## src/rtl/osc_sig_mix.sv

```systemverilog
module osc_sig_mix #(
  parameter int SIG_W = 32,
  parameter int ADDR_W = 32,
  parameter int KIND_W = 3,
  parameter int SRC_W = 4,
  parameter logic [SIG_W-1:0] POLY = '0
) (
  input  logic [SIG_W-1:0]  sig_cur,
  input  logic [ADDR_W-1:0] addr,
  input  logic [KIND_W-1:0] kind,
  input  logic [SRC_W-1:0]  src,
  output logic [SIG_W-1:0]  sig_nxt
);
  localparam int TAG_W = KIND_W + SRC_W;

  logic [SIG_W-1:0] stepped;
  logic [SIG_W-1:0] folded;
  logic [SIG_W-1:0] tag_pos;
  logic [TAG_W-1:0] tag;

  // Galois-form shift: feedback taps applied when the top bit leaves
  always_comb begin
    stepped = {sig_cur[SIG_W-2:0], 1'b0} ^ ({SIG_W{sig_cur[SIG_W-1]}} & POLY);
  end

  // Address wider than the signature wraps around onto the low bits
  always_comb begin
    folded = '0;
    for (int i = 0; i < ADDR_W; i++) begin
      folded[i % SIG_W] = folded[i % SIG_W] ^ addr[i];
    end
  end

  assign tag = {kind, src};

  always_comb begin
    tag_pos = '0;
    for (int j = 0; j < TAG_W; j++) begin
      tag_pos[SIG_W-TAG_W+j] = tag[j];
    end
  end

  assign sig_nxt = stepped ^ folded ^ tag_pos;
endmodule

```

## src/rtl/osc_node_lane.sv

```systemverilog
module osc_node_lane #(
  parameter int SIG_W = 32,
  parameter int ADDR_W = 32,
  parameter int KIND_W = 3,
  parameter int SRC_W = 4,
  parameter int EPOCH_LEN = 3000,
  parameter logic [SIG_W-1:0] POLY = '0,
  parameter logic [SIG_W-1:0] SEED = '1
) (
  input  logic              clk,
  input  logic              rst,
  input  logic              in_valid,
  output logic              in_ready,
  input  logic [ADDR_W-1:0] in_addr,
  input  logic [KIND_W-1:0] in_kind,
  input  logic [SRC_W-1:0]  in_src,
  input  logic              reload,
  output logic              full,
  output logic [SIG_W-1:0]  sig
);
  localparam int CNT_W = $clog2(EPOCH_LEN + 1);
  localparam logic [CNT_W-1:0] LIMIT = CNT_W'(EPOCH_LEN);

  logic [CNT_W-1:0] cnt_q;
  logic [SIG_W-1:0] sig_q;
  logic [SIG_W-1:0] sig_d;
  logic             take;

  osc_sig_mix #(
    .SIG_W(SIG_W), .ADDR_W(ADDR_W), .KIND_W(KIND_W), .SRC_W(SRC_W), .POLY(POLY)
  ) u_mix (
    .sig_cur(sig_q),
    .addr   (in_addr),
    .kind   (in_kind),
    .src    (in_src),
    .sig_nxt(sig_d)
  );

  assign full     = (cnt_q == LIMIT);
  assign in_ready = !full;
  assign take     = in_valid && in_ready;
  assign sig      = sig_q;

  always_ff @(posedge clk) begin
    if (rst || reload) begin
      cnt_q <= '0;
      sig_q <= SEED;
    end else if (take) begin
      cnt_q <= cnt_q + 1'b1;
      sig_q <= sig_d;
    end
  end
endmodule

```

## config.mk

```make
export PLATFORM = sky130hd
export DESIGN_NAME = osc_node_lane
export DESIGN_NICKNAME = d
export VERILOG_FILES = /design/src/rtl/osc_sig_mix.sv /design/src/rtl/osc_node_lane.sv
export SDC_FILE = /design/constraint.sdc
export NUM_CORES = 1
export LEC_CHECK = 0
export BUFFER_PORTS_ARGS = -buffer_cell sky130_fd_sc_hd__buf_2
export CAP_MARGIN = 30
export CELL_PAD_IN_SITES_DETAIL_PLACEMENT = 1
export CELL_PAD_IN_SITES_GLOBAL_PLACEMENT = 1
export CORE_ASPECT_RATIO = 0.75
export CORE_MARGIN = 2
export CORE_UTILIZATION = 30
export CTS_CLUSTER_SIZE = 16
export DETAILED_ROUTE_END_ITERATION = 10
export PLACE_DENSITY = 0.77
export SLEW_MARGIN = 0
export SYNTH_ARGS = -nofsm -noshare
export SYNTH_HDL_FRONTEND = slang
export SYNTH_SLANG_ARGS = --single-unit
```

## constraint.sdc

```tcl
create_clock -name clk -period 4.5 [get_ports clk]
set_input_delay 0.45 -clock clk [delete_from_list [all_inputs] [get_ports clk]]
set_output_delay 0.45 -clock clk [all_outputs]
set_load 0.005 [all_outputs]
```

# After elaboration in Yosys (flattened, before gate mapping)

Index checks and enable logic that the tools add are counted.

Bits of input ports: 43
Output and inout bits: 34
Word-level logic and storage cells: 9
Flip-flop bits (word level): 44

Bitwise operators: 2
Equal/unequal tests: 1
$add $sub $neg: 1
Reduce and logical (&&, ||, !) cells: 3

Operators with widths:

| operator              | count |
|---|---|
| $xor 32x32->32        | 2 |
| $add 12x1->12 const B | 1 |
| $eq 12x12->1 const B  | 1 |
| $logic_and 1x1->1     | 1 |
| $logic_not 1->1       | 1 |
| $logic_or 1x1->1      | 1 |

# Depth between registers and ports, before layout

Gate-level depths: netlist (run 1).

Word-level depth: 3
Gate-level depth with buffers: 6
Depth with buffers taken out: 5

# Hierarchy

A second synthesis (run 1) with hierarchy kept.

Cells, all modules: 244
Area total of the unflattened synthesis: 2,278.4 um^2

Modules (own cells, without submodules):

| module        | instances | area each (um^2) | cells an instance |
|---|---|---|---|
| osc_node_lane | 1         | 1,894.3          | 212 |
| osc_sig_mix   | 1         | 384.1            | 32 |

# Least setup slack after synthesis (run 1)

OpenSTA, ideal clock, no wires.

Path type: flip-flop to output port
Start: register cnt_q[0]
End: output port in_ready
Buffers on the path: 0
Data arrival time: 1,139 ps
Slack: 2,911 ps
Stages on the path, launching flop included: 6
Cell sequence: dfxtp_1 -> inv_1 -> ha_1 -> nand4bb_4 -> nor3_1 -> inv_1

Word-level cells in the longest chain between the ends: 2

Ends and longest elaborated chain:

| what                   | line                | source |
|---|---|---|
| start, declared        | osc_node_lane.sv:24 | `logic [CNT_W-1:0] cnt_q;` |
| start signal, assigned | osc_node_lane.sv:49 | `cnt_q <= cnt_q + 1'b1;` |
| $eq 12x12->1           | osc_node_lane.sv:39 | `assign full = (cnt_q == LIMIT);` |
| via full               | osc_node_lane.sv:18 | `output logic full,` |
| $logic_not 1->1        | osc_node_lane.sv:40 | `assign in_ready = !full;` |
| end, declared          | osc_node_lane.sv:13 | `output logic in_ready,` |

The timed path passes the listed nets, and every way through them passes these cells.

# Worst setup path after layout (run 1)

Start: register cnt_q[0]
End: register sig_q[17], in the netlist sig[17]

Word-level cells in the longest chain between the ends: 3

Ends and longest elaborated chain:

| what                 | line                | source |
|---|---|---|
| $eq 12x12->1         | osc_node_lane.sv:39 |  |
| $logic_not 1->1      | osc_node_lane.sv:40 |  |
| $logic_and 1x1->1    | osc_node_lane.sv:41 | `assign take = in_valid && in_ready;` |
| end signal, assigned | osc_node_lane.sv:50 | `sig_q <= sig_d;` |
| end, declared        | osc_node_lane.sv:25 | `logic [SIG_W-1:0] sig_q;` |

Every way passes these cells.
A chain may end at the register's enable or synchronous reset.

==> impl_results.md, run 1 <==
* Outcome: finished clean
* Initial antenna violation count at 0
* RSZ-0062 raised after global routing: no
* Crit end category: flop
* P_leak at 1.170 nW
* Final Cycle Share at 52.67%
* Post-route total power at 0.8195 mW
* Gpl congestion at 0.8296
* Library cells used by synthesis at 37
* Vias at 1991
* Drt first-iter violations at 76
* Crit-path max cell delay at 800 ps
* FFs w/ async S/R, synth at 0%
* Post-synth EDFFs at 0
* Critical path class: reg -> reg
* Slew @ Worst Pin at 930.9 ps
* DRC at 0
* First-pass GRT wire length at 9535 um
* Post-CTS Hold Buffers at 0
* Largest net degree at the start of global routing at 36
* Startpoint Class: flop
* Final core occ at 38.84%
* CP Cell Sequence: inv_1, ha_1, nand4bb_4, o31ai_4, buf_4, mux2i_1
* Total congestion overflow at 0
* Count of final hold-check violations at 0
* Total negative slack at 0 ps
* Die Wd at 105.8 um
* Largest family of logic cells by synthesized area: simple AND/OR/NAND/NOR gates
* Synth Cell Area at 2332 um^2
* Post-synthesis compound-gate area fraction at 10.73%
* Syn Area/Cell at 9.677 um^2
* GR Util All Layers at 13.96%
* Std-Cell Rows at 27
* Post-CTS Resized at 0
* CP max-delay cell: o31ai_4
* Synth warnings at 0
* Largest area contributor in the netlist: dfxtp_1
* H-tree depth at 2
* Req. time, crit path at 4710 ps
* CTS tree: yes
* Drt total wl at 5819 um
* Synth top area cells: dfxtp_1 38%, mux2i_1 12%, xor2_1 9.4%
* Max-slew violation count at 0
* Hold_sp: in_addr[0]
* Worst Setup SP: cnt_q[0]
* 1st-pass router iterations at 4
* Max VDD drop at 195.9 uV
* Die ar. at 8503 um^2
* Clk_skew at 5.877 ps
* Post-CTS setup buffers at 0
* Worst Path Arrival at 2580 ps
* Min-delay worst type: in -> reg
* Synth Flop Type: dfxtp_1
* Final HPWL DP at 4444 um
* Num Clock Sinks at 44
* Seq/Total Area, Yosys at 37.77%
* CTS clk-pin slew, worst paths at 80 ps
* Antenna-violating nets left at 0
* Fillers at 935
* Routed WL per cell at 14.06 um
* Relative slew slack at 37.94%
* Final number of setup-violating endpoints at 0
* #FFs+latches synth at 44
* Num CTS Buffers at 5
* I/O Buffers at 76
* R2R Path Start: cnt_q[0]
* Worst-Skew Late Latency at 290 ps
* Synth Area in XOR/XNOR at 16.15%
* Syn Inst Count at 241
* Ports at 77
* Simple-Gate Fraction of Synth Area at 18.24%
* Vias/cell at 4.809
* Crit path max fanout at 16
* Final #Nets at 357
* Clock buffer depth at 2
* Post-synthesis mux area share at 12.02%
* Vias in the first global route at 2066
* Post-Synth Adder-Cell Area at 1.073%
* Die Height at 80.36 um
* Max Freq at 0.4219 GHz
* Area growth from synthesis to layout at 23.77%
* Layout cells sized above 1 at 29.71%
* Initial Util at 31.38%
* Pre-CTS WS at 2129 ps
* Diode count at 0
* Synth top area share at 37.77%
* Core outline area at 7432 um^2
* Clock root cell: clkbuf_8
* Fin worst setup slack at 2130 ps
* Final min period at 2370 ps
* Syn_nets at 286
* Max cap viols at 0
* Power per standard cell area at 283.9 nW/um^2
-- power breakdown --
part / switching (mW) / total (mW) / internal [mW] / leakage, nW
registers: 0.0119 / 0.414 / 0.402 / 0.359
clock network: 0.127 / 0.292 / 0.165 / 0.0552
logic: 0.0533 / 0.114 / 0.0609 / 0.755
total: 0.192 / 0.819 / 0.627 / 1.17
-- registers in the layout, summed over array words and instances (netlist names) --
name / flops
sig: 32
cnt_q: 12
-- final timing paths --
kind | endpoint | slack [ps] | cells after the start
worst max-delay path | sig[17] | 2130 | 6
worst min-delay path | sig[0] | 440 | 3
worst max register to register | sig[17] | 2130 | 6
worst min register to register | sig[31] | 470 | 1
-- worst max-delay path: cells and delay by family (launching register included) --
family	cells	cell delay, ps
AOI/OAI and AO/OA	1	800
adders and majority gates	1	210
buffers and inverters	2	520
DFF	1	360
muxes	1	240
and+or+nand+nor	1	140
-- kinds of logic (layout without fill, tap and decap cells) --
| logic type | count (synthesis) | count (layout) |
|---|---|---|
| AO/OA/AOI/OAI | 31 | 31 |
| buffers and inverters | 19 | 91 |
| XOR/XNOR | 32 | 32 |
| adder cells (fa/ha/maj) | 2 | 2 |
| AND/OR/NAND/NOR | 85 | 85 |
| multiplexers | 28 | 28 |
| flip-flops | 44 | 44 |
-- cell type report --
class	count	area, um^2	area share (%)
multi-input cells	178	1358	47.03
clock buffers	6	72.57	2.514
inverters	5	18.77	0.6502
well taps	101	126.4	4.378
flip-flops and latches	44	880.8	30.52
repair buffers	78	395.4	13.70
clock inverters	2	35.03	1.214
-- metal layers --
layer  global-route usage [%]  vias up  wire length (um)
met5                        0        -                 0
met4                    4.737        0                40
met3                    3.409        2               278
met2                    23.29       55              2684
met1                    17.75      951              2815
li1                         -      983                 -
-- per-stage QoR --
| stage | area [um^2] | std cells | hold WS (ps) |
|---|---|---|---|
| finish | 2887 | 414 | 437.4 |
| global route | 2887 | 414 | 429.5 |
| CTS | 2887 | 414 | 428.8 |
| detailed placement | 2779 | 406 | 449.3 |
| global placement | 2779 | 406 | 452.4 |
| floorplan | 2332 | 241 | 452.6 |
-- Yosys cell counts, types with 2 or more instances --
library cell and instances:
nor2_1 52, ha_1 2, a211o_1 7, o31ai_1 3, buf_6 2, clkbuf_1 7, nand3_1 2, or4_1 4
xnor3_1 7, or3_1 4, buf_2 3, mux2i_1 28, xor2_1 25, nand4_1 3, a311oi_1 7, inv_1 5
nand2_1 9, o21ai_0 3, dfxtp_1 44, a21oi_1 7
-- placed cells by master, fill, tap and decap left out, drive strengths merged, types with 2 or more instances in the layout --
cell type,n
nor2,52
inv,5
o31ai,4
or3,4
xnor3,7
buf,78
ha,2
xor2,25
mux2i,28
a21oi,7
clkbuf,6
nand4,4
a311oi,7
or4,4
dfxtp,44
or2,2
nand3,3
nand2,9
o21ai,4
a211o,7
No activity file was read; power rests on OpenSTA's default activity.
==> inputs of run 2 (changes only) <==
- PLACE_DENSITY: 0.77 -> 0.79
- clock period: 4.5 -> 2.05 ns (I/O delays scaled with it)
==> run 2 against run 1 <==
  * Combinational power rose by 120%
  * Register-to-register slack worse by 1800 ps
  * Wire length is 3.2% higher
  * Global-route usage up 0.74 points
  * Cell count is 0.24% higher
  * Worst hold slack worse by 260 ps
  * Cell area up 0.22%
  * Count of clock-buffer cells in the layout up 1
  * Flip-flop and latch count is the same
  * Critical path depth unchanged
  * Total power increased by 110%
  * Critical path type is now reg -> out
  * Largest cell class unchanged
  * Largest power group unchanged
==> impl_results.md, run 2 (synthesis results as in run 1) <==
* Outcome: finished clean
* Total congestion overflow at 0 (unchanged)
* Clk_skew at 7.283 ps (+1.405 ps)
* Final number of setup-violating endpoints at 0 (unchanged)
* Crit Reg-Reg Endpoint: sig[15]
* Largest net degree at the start of global routing at 32 (-11%)
* First-pass GRT wire length at 9915 um (+4.0%)
* Final hold slack at 177.0 ps (-260.4 ps)
* Worst reg-to-reg path cell count at 6 (unchanged)
* Layout cells sized above 1 at 29.94% (+0.22 points)
* Worst Path Arrival at 1650 ps (-930 ps)
* Max cap viols at 0 (unchanged)
* Flop pwr share at 52.1% (+1.6 points)
* Post-CTS setup buffers at 0 (unchanged)
* Max Freq at 0.5389 GHz
* Initial antenna violation count at 0 (unchanged)
* Startpoint Class: flop
* Slew @ Worst Pin at 503.9 ps (-427.0 ps)
* Clock buffer depth at 2 (unchanged)
* Num CTS Buffers at 5 (unchanged)
* Min-delay worst type: in -> reg
* Die Wd at 105.8 um (unchanged)
* Hold_sp: in_addr[0]
* Relative slew slack at 66.41% (+28 points)
* P_leak at 1.168 nW (-0.14%)
* Post-CTS Hold Buffers at 0 (unchanged)
* Area growth from synthesis to layout at 24.03%
* 1st-pass router iterations at 4 (unchanged)
* R2R Path Start: cnt_q[0]
* Std-Cell Rows at 27 (unchanged)
* Worst-Skew Late Latency at 300 ps (about the same)
* Max VDD drop at 259.6 uV (+32%)
* Hold Path Sink: sig[0]
* DRC at 0 (unchanged)
* Initial Util at 31.38% (unchanged)
* Drt total wl at 6004 um (+3.2%)
* Diode count at 0 (unchanged)
* GR Util All Layers at 14.70% (+0.74 points)
* CTS tree: yes
* Power per standard cell area at 602.2 nW/um^2 (+110%)
* Vias in the first global route at 2062 (-0.19%)
* WHS Path Cells at 3 (unchanged)
* Total negative slack at 0 ps (unchanged)
* Final min period at 1856 ps
* Cell-internal power at 1.294 mW (+110%)
* I/O Buffers at 76 (unchanged)
* H-tree depth at 2 (unchanged)
* Max reg flops at 32 (unchanged)
* Max-slew violation count at 0 (unchanged)
* Die Height at 80.36 um (unchanged)
* Final HPWL DP at 4342 um (-2.3%)
* Clock root cell: clkbuf_8
* Antenna-violating nets left at 0 (unchanged)
* RSZ-0062 raised after global routing: no
* Vias/cell at 4.867 (+1.2%)
* Ports at 77 (unchanged)
* Count of final hold-check violations at 0 (unchanged)
* Combinational power share at 14.6% (+0.7 points)
* Crit end category: primary output
* FF-to-FF setup slack at 360 ps (-1770 ps)
* Highest-count cells in the layout ignoring fill and taps: 76 x buf_2, 52 x nor2_1, 44 x dfxtp_1, 28 x mux2i_1, 25 x xor2_1
* Req. time, crit path at 1850 ps (-2860 ps)
* Num Clock Sinks at 44 (unchanged)
* Crit path max fanout at 5 (-11)
* Routed WL per cell at 14.47 um (+2.9%)
* Sw Ratio at 25.74% (+2.3 points)
* Final Cycle Share at 90.52%
* Critical path class: reg -> out
* Die ar. at 8503 um^2 (unchanged)
* Final #Nets at 358 (+0.28%)
* Leading cell type in the layout, fill and taps excluded: buf_2
* Vias at 2020 (+1.5%)
* Gpl congestion at 0.7583 (-8.6%)
* Core outline area at 7432 um^2 (unchanged)
* Post-CTS Resized at 0 (unchanged)
* Sw Pwr at 0.4485 mW (+130%)
* Clock network power share at 33.3% (-2.3 points)
* CTS clk-pin slew, worst paths at 90 ps (about the same)
* Drt first-iter violations at 84 (+11%)
[run 2: cell types whose count changed in the layout (fill, tap and decap cells not counted)]
cell and delta:
buf_12 +1, bufinv_16 -1, clkbuf_8 +1, clkinv_2 -1, clkinvlp_4 +1
[run 2: area by class of cell]
class	count	area, um^2
multi-input combinational	178	1358
inverter	5	18.77
tap	101	126.4
clock buffer	7	86.33
fill	883	4539
clock inverter	1	7.507
timing repair buffer	79	415.4
sequential	44	880.8
[run 2: how the worst max path moves through the flow]
stage | start | end | slack (ps) | cells past startpoint
finish | cnt_q[0] | in_ready | 190 | 6
global route | cnt_q[0] | in_ready | 100 | 6
CTS | cnt_q[0] | in_ready | 190 | 6
detailed placement | cnt_q[0] | sig[6] | 390 | 6
global placement | cnt_q[0] | sig[12] | 500 | 6
floorplan | cnt_q[0] | cnt_q[0] | 540 | 6
[run 2: worst max-delay path, stage by stage, from the launching register on]
cell	delay [ps]
dfxtp_1	360
inv_1	90
ha_1	240
nand4bb_4	140
nor3_1	300
inv_1	70
buf_2	140
[run 2: power by group through the flow]
| stage | Sequential [mW] | Clock (mW) | Combinational [mW] |
|---|---|---|---|
| 5_1_grt | 0.913 | 0.637 | 0.282 |
| 3_5_place_dp | 0.928 | 0 | 0.256 |
| 3_3_place_gp | 0.926 | 0 | 0.248 |
| 2_1_floorplan | 0.926 | 0 | 0.152 |
| 4_1_cts | 0.908 | 0.607 | 0.258 |
| 6_report | 0.908 | 0.581 | 0.254 |
[run 2: per-layer routing]
metal	share of wire, %	wire length [um]	GRT usage (%)	up-vias
met5	0	0	0	-
met4	1.3	81	5.526	0
met3	4.9	292	3.247	7
met2	46	2751	24.45	55
met1	48	2879	18.73	974
li1	-	-	-	984
[run 2: through the flow]
stage	instance area [um^2]	instances	util [%]	power (mW)	setup WS, ps
2_1_floorplan	2332	241	-	1.078	543.8
3_3_place_gp	2799	407	37.66	1.174	495.5
3_5_place_dp	2799	407	37.66	1.184	388.9
4_1_cts	2893	415	38.92	1.773	185.5
5_1_grt	2893	415	38.92	1.832	101.6
6_report	2893	415	38.92	1.742	194.3
